File: src/rtl/seg_scan_pkg.sv
package seg_scan_pkg;

    typedef enum logic [1:0] {
        SC_LOAD   = 2'd0,
        SC_SHIFT  = 2'd1,
        SC_SETTLE = 2'd2,
        SC_DWELL  = 2'd3
    } scan_state_e;

    localparam int SEG_W = 8;

endpackage

File: src/rtl/seg_hex_decoder.sv
module seg_hex_decoder (
    input  logic [3:0] nibble,
    input  logic       blank,
    input  logic       dp,
    output logic [7:0] word_n
);
    logic [6:0] gfedcba;

    always_comb begin
        unique case (nibble)
            4'h0: gfedcba = 7'h3F;
            4'h1: gfedcba = 7'h06;
            4'h2: gfedcba = 7'h5B;
            4'h3: gfedcba = 7'h4F;
            4'h4: gfedcba = 7'h66;
            4'h5: gfedcba = 7'h6D;
            4'h6: gfedcba = 7'h7D;
            4'h7: gfedcba = 7'h07;
            4'h8: gfedcba = 7'h7F;
            4'h9: gfedcba = 7'h6F;
            4'hA: gfedcba = 7'h77;
            4'hB: gfedcba = 7'h7C;
            4'hC: gfedcba = 7'h39;
            4'hD: gfedcba = 7'h5E;
            4'hE: gfedcba = 7'h79;
            default: gfedcba = 7'h71;
        endcase
    end

    // Active-low outputs; blank overrides both segments and point
    always_comb begin
        if (blank) word_n = 8'hFF;
        else       word_n = {~dp, ~gfedcba};
    end
endmodule

File: src/rtl/seg_word_shifter.sv
module seg_word_shifter #(
    parameter int WORD_W = 8,
    parameter int HALF   = 2
) (
    input  logic              clk,
    input  logic              rst_n,
    input  logic              start,
    input  logic [WORD_W-1:0] word,
    output logic              sclk,
    output logic              mosi,
    output logic              busy,
    output logic              done
);
    localparam int PH_W  = (HALF > 1) ? $clog2(HALF) : 1;
    localparam int BIT_W = (WORD_W > 1) ? $clog2(WORD_W) : 1;

    logic [WORD_W-1:0] sreg_q;
    logic [PH_W-1:0]   ph_q;
    logic [BIT_W-1:0]  bit_q;
    logic              sclk_q, busy_q;
    logic              ph_last, bit_last;

    assign ph_last  = (ph_q == PH_W'(HALF - 1));
    assign bit_last = (bit_q == BIT_W'(WORD_W - 1));
    assign done     = busy_q && ph_last && sclk_q && bit_last;

    always_ff @(posedge clk or negedge rst_n) begin
        if (!rst_n) begin
            sreg_q <= '0;
            ph_q   <= '0;
            bit_q  <= '0;
            sclk_q <= 1'b0;
            busy_q <= 1'b0;
        end else if (start && !busy_q) begin
            sreg_q <= word;
            ph_q   <= '0;
            bit_q  <= '0;
            sclk_q <= 1'b0;
            busy_q <= 1'b1;
        end else if (busy_q) begin
            if (ph_last) begin
                ph_q <= '0;
                if (!sclk_q) begin
                    sclk_q <= 1'b1;
                end else begin
                    sclk_q <= 1'b0;
                    sreg_q <= {sreg_q[WORD_W-2:0], 1'b0};
                    if (bit_last) busy_q <= 1'b0;
                    else          bit_q  <= bit_q + 1'b1;
                end
            end else begin
                ph_q <= ph_q + 1'b1;
            end
        end
    end

    assign sclk = sclk_q;
    assign mosi = sreg_q[WORD_W-1];
    assign busy = busy_q;

    p_sclk_idle_low_r5: assert property (@(posedge clk) disable iff (!rst_n)
        !busy_q |-> !sclk_q);
    p_data_held_high_r5: assert property (@(posedge clk) disable iff (!rst_n)
        (sclk_q && $past(sclk_q)) |-> $stable(mosi));
    p_done_ends_busy_r5: assert property (@(posedge clk) disable iff (!rst_n)
        done |=> !busy_q);
endmodule

File: src/rtl/seg_dwell_timer.sv
module seg_dwell_timer #(
    parameter int W = 8
) (
    input  logic         clk,
    input  logic         rst_n,
    input  logic         load,
    input  logic [W-1:0] load_val,
    output logic         expired
);
    logic [W-1:0] cnt_q;

    always_ff @(posedge clk or negedge rst_n) begin
        if (!rst_n)             cnt_q <= '0;
        else if (load)          cnt_q <= load_val;
        else if (cnt_q != '0)   cnt_q <= cnt_q - 1'b1;
    end

    assign expired = (cnt_q == '0);

    p_count_down_r11: assert property (@(posedge clk) disable iff (!rst_n)
        (!$past(load) && $past(cnt_q) != '0) |-> (cnt_q == $past(cnt_q) - 1'b1));
endmodule

File: src/rtl/seg_scan.sv
module seg_scan #(
    parameter int NUM_DIGITS    = 4,
    parameter int SCLK_HALF     = 2,
    parameter int SETTLE_CYCLES = 4,
    parameter int DWELL_CYCLES  = 64,
    parameter int TMR_W         = 8
) (
    input  logic                    clk,
    input  logic                    rst_n,
    input  logic [4*NUM_DIGITS-1:0] digit_val,
    input  logic [NUM_DIGITS-1:0]   digit_blank,
    input  logic [NUM_DIGITS-1:0]   digit_dp,
    input  logic                    dot_on,
    output logic                    spi_sclk,
    output logic                    spi_mosi,
    output logic [NUM_DIGITS:0]     pos_en_n
);
    import seg_scan_pkg::*;

    localparam int NUM_POS = NUM_DIGITS + 1;
    localparam int POS_W   = $clog2(NUM_POS);
    localparam logic [POS_W-1:0] LAST_POS = POS_W'(NUM_POS - 1);

    scan_state_e      state_q, state_d;
    logic [POS_W-1:0] pos_q, pos_d;

    logic [SEG_W-1:0] digit_word [NUM_POS];
    logic [SEG_W-1:0] cur_word;
    logic             sh_start, sh_busy, sh_done;
    logic             tmr_load, tmr_expired;
    logic [TMR_W-1:0] tmr_val;

    // Per-digit decoders, dot position appended last
    for (genvar g = 0; g < NUM_DIGITS; g++) begin : g_dec
        seg_hex_decoder u_dec (
            .nibble (digit_val[4*g +: 4]),
            .blank  (digit_blank[g]),
            .dp     (digit_dp[g]),
            .word_n (digit_word[g])
        );
    end
    assign digit_word[NUM_DIGITS] = dot_on ? 8'h7F : 8'hFF;

    assign cur_word = digit_word[pos_q];

    seg_word_shifter #(.WORD_W(SEG_W), .HALF(SCLK_HALF)) u_shift (
        .clk   (clk),
        .rst_n (rst_n),
        .start (sh_start),
        .word  (cur_word),
        .sclk  (spi_sclk),
        .mosi  (spi_mosi),
        .busy  (sh_busy),
        .done  (sh_done)
    );

    seg_dwell_timer #(.W(TMR_W)) u_tmr (
        .clk      (clk),
        .rst_n    (rst_n),
        .load     (tmr_load),
        .load_val (tmr_val),
        .expired  (tmr_expired)
    );

    // State register
    always_ff @(posedge clk or negedge rst_n) begin
        if (!rst_n) begin
            state_q <= SC_LOAD;
            pos_q   <= '0;
        end else begin
            state_q <= state_d;
            pos_q   <= pos_d;
        end
    end

    // Next state and control outputs
    always_comb begin
        state_d  = state_q;
        pos_d    = pos_q;
        sh_start = 1'b0;
        tmr_load = 1'b0;
        tmr_val  = '0;
        pos_en_n = '1;
        unique case (state_q)
            SC_LOAD: begin
                sh_start = 1'b1;
                state_d  = SC_SHIFT;
            end
            SC_SHIFT: begin
                if (sh_done) begin
                    tmr_load = 1'b1;
                    tmr_val  = TMR_W'(SETTLE_CYCLES - 1);
                    state_d  = SC_SETTLE;
                end
            end
            SC_SETTLE: begin
                if (tmr_expired) begin
                    tmr_load = 1'b1;
                    tmr_val  = TMR_W'(DWELL_CYCLES - 1);
                    state_d  = SC_DWELL;
                end
            end
            SC_DWELL: begin
                pos_en_n[pos_q] = 1'b0;
                if (tmr_expired) begin
                    state_d = SC_LOAD;
                    pos_d   = (pos_q == LAST_POS) ? '0 : pos_q + 1'b1;
                end
            end
            default: state_d = SC_LOAD;
        endcase
    end

    p_single_enable_r3: assert property (@(posedge clk) disable iff (!rst_n)
        $onehot0(~pos_en_n));
    p_dark_while_shift_r4: assert property (@(posedge clk) disable iff (!rst_n)
        sh_busy |-> (&pos_en_n));
    p_scan_wrap_r2: assert property (@(posedge clk) disable iff (!rst_n)
        (state_q == SC_LOAD && $past(state_q) == SC_DWELL) |->
        (pos_q == (($past(pos_q) == LAST_POS) ? '0 : $past(pos_q) + 1'b1)));
    p_dark_after_shift_r4: assert property (@(posedge clk) disable iff (!rst_n)
        sh_done |=> (&pos_en_n));
endmodule

File: config.mk
export PLATFORM = sky130hd
export DESIGN_NAME = seg_scan
export DESIGN_NICKNAME = d
export VERILOG_FILES = /design/src/rtl/seg_scan_pkg.sv /design/src/rtl/seg_hex_decoder.sv /design/src/rtl/seg_word_shifter.sv /design/src/rtl/seg_dwell_timer.sv /design/src/rtl/seg_scan.sv
export SDC_FILE = /design/constraint.sdc
export NUM_CORES = 1
export LEC_CHECK = 0
export ABC_AREA = 1
export BUFFER_PORTS_ARGS = -buffer_cell sky130_fd_sc_hd__buf_2
export CAP_MARGIN = 30
export CORE_MARGIN = 2
export CORE_UTILIZATION = 35
export CTS_BUF_LIST = sky130_fd_sc_hd__clkbuf_16
export DETAILED_ROUTE_END_ITERATION = 12
export PLACE_DENSITY = 0.64
export RECOVER_POWER = 100
export SYNTH_ARGS = -nofsm -noshare
export SYNTH_HDL_FRONTEND = slang
export SYNTH_SLANG_ARGS = --single-unit
File: constraint.sdc
create_clock -name clk -period 1.75 [get_ports clk]
set_clock_uncertainty 0.1 [all_clocks]
set_input_delay 0.35 -clock clk [delete_from_list [all_inputs] [get_ports clk]]
set_output_delay 0.35 -clock clk [all_outputs]
set_load 0.01 [all_outputs]
* Yosys cells after proc, flatten, opt, wreduce, memory -nomap -nowiden *
Memories as Yosys holds them, arrays and structs flattened.
Cells that the tools add are included.

cells by class
  $add $sub $neg = 4
  order comparisons = 3
  equality and inequality tests = 9
  muxes and demuxes = 46
  bitwise logic cells = 10
  reductions and logical operators = 18

operator list
  operator                                             count
  two-way mux 8 bit                                    13
  NOT 7 bit                                            4
  binary-select mux 8 bit (select 3 bit)               1
  two-way mux 3 bit                                    6
  two-way mux 1 bit                                    16
  one-hot mux 6 bit (2 select lines)                   1
  zero test 8 bit                                      1
  two-way mux 2 bit                                    4
  inequality test 2 bit (second input constant)        4
  one-hot mux 2 bit (4 select lines)                   1
  nonzero test 2 bit                                   4
  nonzero test 8 bit                                   1
  subtractor 8 x 1 -> 8 bit (second input constant)    1
  adder 3 x 1 -> 3 bit (second input constant)         2
  == test 3 bit (second input constant)                2
  two-way mux 6 bit                                    1
  AND reduction 3 bit                                  2
  logical AND 1 bit                                    5
  two-way mux 5 bit                                    1
  NOT 5 bit                                            1
  == test 2 bit (second input constant)                2
  >= comparator 4 bit (second input constant)          1
  < comparator 3 x 4 -> 1 bit (second input constant)  1
  NOT 1 bit                                            4
  other kinds (10)                                     11

storage, ports and cells
  register bits = 27
  memory bits (read-only) = 448
  bits of input ports = 27
  output and inout port bits = 7
  word-level logic and storage cells = 102
  memories kept = 4

memory list
  name             depth  width  read ports  clocked after Yosys merged registers in  wr ports  RTL line               text
  (no name shown)  16     7      1           0                                        0         seg_hex_decoder.sv:10  unique case (nibble)
  (no name shown)  16     7      1           0                                        0         seg_hex_decoder.sv:10
  (no name shown)  16     7      1           0                                        0         seg_hex_decoder.sv:10
  (no name shown)  16     7      1           0                                        0         seg_hex_decoder.sv:10

* Depth between registers and ports, before layout *
An unclocked memory read counts as a cell.

  word-level depth = 7
  gate-level depth with buffers = 10
  depth with buffers taken out = 10

* Hierarchy *
Synthesis repeated with hierarchy kept, for this count alone.

unflattened totals
  cells, all modules = 501
  area total of the unflattened synthesis = 3148.0 µm²

modules (own cells, without submodules)
  module                                instances  cells an instance  area each (µm²)  seq. area each (µm²)
  seg_scan                              1          123                744.5            125.1
  seg_word_shifter                      1          93                 732.0            350.3
  seg_hex_decoder (g_dec[0].u_dec ...)  2          54                 296.5            0.0
  seg_hex_decoder (g_dec[1].u_dec ...)  2          53                 282.8            0.0
  seg_dwell_timer                       1          71                 513.0            200.2

* Worst setup path before layout *
No wires, ideal clock.

  kind = flip-flop to flip-flop
  start = reg u_tmr.cnt_q[0]
  end = reg u_tmr.cnt_q[7]
  library setup time = 0.126 ns
  arrival = 1.296 ns
  data required time = 1.524 ns
  path slack = 0.228 ns
  cell stages (with the launch flop) = 10
  path buffers = 0
  period minus slack after synthesis = 1.522 ns
  cell sequence = dfrtp_1 > inv_1 > ha_1 > nand3_1 > nor2_1 > nand2_2 > nor2_2 > nor2_1 > inv_1 > a21oi_1

on the way
  longest elaborated chain between the ends = 4
  elaborated cells on any way between the ends = 8
  classes of those cells = add/sub (1); mux (4); reduce/logical (3)

ends and longest elaborated chain
  what                                                               RTL line               text
  from (decl)                                                        seg_dwell_timer.sv:10  logic [W-1:0] cnt_q;
  from (signal assigned)                                             seg_dwell_timer.sv:14  else if (load) cnt_q <= load_val;
  from (signal assigned)                                             seg_dwell_timer.sv:15  else if (cnt_q != '0) cnt_q <= cnt_q - 1'b1;
  branches (longest 4 deep; another with subtractor 8 x 1 -> 8 bit)  --

Several ways; the timed one is not identified. The select of a mux whose other input is x is not followed.
A chain may end at the register's enable or synchronous reset.

* Final worst setup path *
  start = reg state_q[1]
  end = out pos_en_n[3]

on the way
  longest elaborated chain between the ends = 2

ends and longest elaborated chain
  what                    RTL line        text
  from (decl)             seg_scan.sv:24  scan_state_e state_q, state_d;
  from (signal assigned)  seg_scan.sv:71  state_q <= state_d;
  == test 2 bit           seg_scan.sv:84  unique case (state_q)
  two-way mux 5 bit       seg_scan.sv:84
  to (decl)               seg_scan.sv:16  output logic [NUM_DIGITS:0] pos_en_n

No other way between the ends.

==> metrics.txt <==
status complete, no violations; final wirelength 6.56 mm; layout cells sized above 1 0.181; CP endpoint pos_en_n[3]; Synth cell types 25; IO Count 34; gpl congestion 0.870; Rel. slew slack 0.537; vias in the first global route 2445; syn avg cell area 6.55 um2; area leader, netlist dfrtp_1; Worst Path Required 1.30 ns; vias per inst 4.92; nets@finish 519; initial core utilization 0.366; GRT Total Usage 0.152; die width 91.7 um; Final Hold Viols 0; total grt overflow 0; RSZ-0062 raised after global routing yes; Routed Antenna Nets 0; area of the mapped netlist 0.00269 mm2; Sink Count 27; final slew viol count 0; DR pass1 iterations 5; Final period util 0.986; CTS tree built; Seq/Total Area, Yosys 0.251; Max Cap Violations 0; share of the synthesized area in the top cell type 0.251; final core area utilization 0.443; Seq cells post-synth 27; root buffer cell clkbuf_16; post-DR wirelength/cell 11.8 um; Register-to-Register Setup Slack 0.12 ns; first-pass GRT wire length 10.7 mm; crit path DAT 1.28 ns; CTS buffer count 3; vias 2740; Setup crit end kind primary output; critical path class flip-flop to primary output; Register-to-Register Path Depth 9; P&R area growth vs syn 21.1%; initial antenna violation count 0; number of diodes 0; Critical Path Source state_q[1]$_DFFE_PN0P_; Post-route DRC 0; Port Buffer Count 33; VDD IR-drop max 337 uV; DP HPWL 5.10 mm; Mapped Nets 471; CORE AREA 0.00737 mm2; CP Max Fanout 3; commonest cells after routing, fill and taps aside nand2_1 (103), nand3_1 (82), inv_1 (54), ha_1 (31), nor2_1 (28); Worst Tran Pin Value 0.695 ns; DIE HEIGHT 91.7 um; Inst Count DP 549; LEAKAGE 0.00174 uW; Max Buffers Root-to-Sink 2; commonest non-fill, non-tap cell in the layout nand2_1; Final setup viols 0; PD cells 430 mW/mm2; cts hold-fix bufs 0; crit start category flip-flop; cells after synthesis 411; clock transition at the registers of the reported paths 0.07 ns; post-layout min period 1.73 ns; synth top area cells dfrtp_1 (25%), nand3_1 (15%), ha_1 (15%), nand2_1 (15%), inv_1 (7.8%); r2r startpoint u_tmr.cnt_q[0]$_DFFE_PN0P_; Starting DRT DRC Count 183; HP Class primary input to asynchronous set/reset pin; Tot Pwr 1400 uW; CTS H-tree lvls 1; Achievable Freq 580 MHz; largest net degree at the start of global routing 28; worst skew pair latency 0.27 ns; full die area 0.00841 mm2; Synth warnings 0; r2r endpoint state_q[1]$_DFFE_PN0P_; Placement Rows 31; layout filler cell count 768; final std cells w/o fill 557
Yosys cell counts, drive strengths merged:
master	n
nand2	108
o211ai	8
a21oi	12
nor3	4
nor2	38
ha	33
clkbuf	1
or2	1
inv	57
xor2	3
dfrtp	27
a31oi	2
o21ai	20
o2111ai	1
o31ai	2
buf	9
nand3	84
o21bai	1
sequential cells by signal (all words and copies together) (netlist names):
register         count
u_shift.sreg_q       8
u_tmr.cnt_q          8
pos_q                3
u_shift.bit_q        3
state_q              2
u_shift.busy         1
u_shift.ph_last      1
u_shift.sclk         1
worst min path at each step:
| stage | startpoint | to | slack (ns) |
|---|---|---|---|
| 2_1_floorplan | rst_n | pos_q[0]$_DFFE_PN0P_ | -0.05 |
| 3_3_place_gp | rst_n | u_tmr.cnt_q[6]$_DFFE_PN0P_ | 0.31 |
| 3_5_place_dp | rst_n | u_shift.bit_q[2]$_DFFE_PN0P_ | 0.31 |
| 4_1_cts | rst_n | u_tmr.cnt_q[6]$_DFFE_PN0P_ | 0.03 |
| 5_1_grt | rst_n | u_tmr.cnt_q[6]$_DFFE_PN0P_ | 0.09 |
| 6_report | rst_n | u_shift.bit_q[2]$_DFFE_PN0P_ | 0.02 |
where the power goes:
part / internal, uW / switching [uW]
clock network: 307 / 217
logic: 92.0 / 165
registers: 624 / 0
total: 1020 / 382
final cells by class:
type                       instances  area, um2  area share
multi-input combinational        317       1830       0.561
clock inverter                     1       3.75     0.00115
tap                               99        124      0.0380
sequential                        27        678       0.208
timing repair buffer              53        332       0.102
clock buffer                       3       75.1      0.0230
inverter                          57        219      0.0671
per-layer routing:
| metal | share of wire | GRT usage | up-vias |
|---|---|---|---|
| met4 | 0.0073 | 0.0224 | 0 |
| met3 | 0.042 | 0.0205 | 4 |
| li1 | - | - | 1430 |
| met5 | 0 | 0 | - |
| met2 | 0.48 | 0.255 | 56 |
| met1 | 0.48 | 0.213 | 1250 |
per-stage QoR:
stage	area (um2)	hold WS [ns]	setup WS, ns	setup TNS (ns)
4_1_cts	3140	0.0287	0.00103	0
5_1_grt	3260	0.0895	-0.0423	-0.129
2_1_floorplan	2690	-0.0456	0.228	0
3_5_place_dp	3050	0.311	0.0358	0
3_3_place_gp	3050	0.313	0.0826	0
6_report	3260	0.0204	0.0246	0
worst max-delay path, cell delays in order (launching register included):
cell and delay (ns):
dfrtp_1 0.42, ha_4 0.19, buf_4 0.13, nand3_1 0.11
buf_2 0.15
cell families (layout without fill, tap and decap cells):
family | Yosys count | after routing | synth area share
XOR/XNOR | 3 | 3 | 0.00976
AO/OA/AOI/OAI | 46 | 46 | 0.0994
adder cells (fa/ha/maj) | 33 | 33 | 0.153
buffers and inverters | 67 | 114 | 0.0989
AND/OR/NAND/NOR | 235 | 235 | 0.388
flip-flops | 27 | 27 | 0.251
what timing repair did:
| item | in CTS | in global routing |
|---|---|---|
| pin swaps | 0 | 2 |
| buffers inserted | 1 | 3 |
| setup endpoints to repair | 3 | 20 |
| hold endpoints to repair | 0 | 0 |
| resized for setup | 2 | 26 |
(Power assumes the default switching activity.)
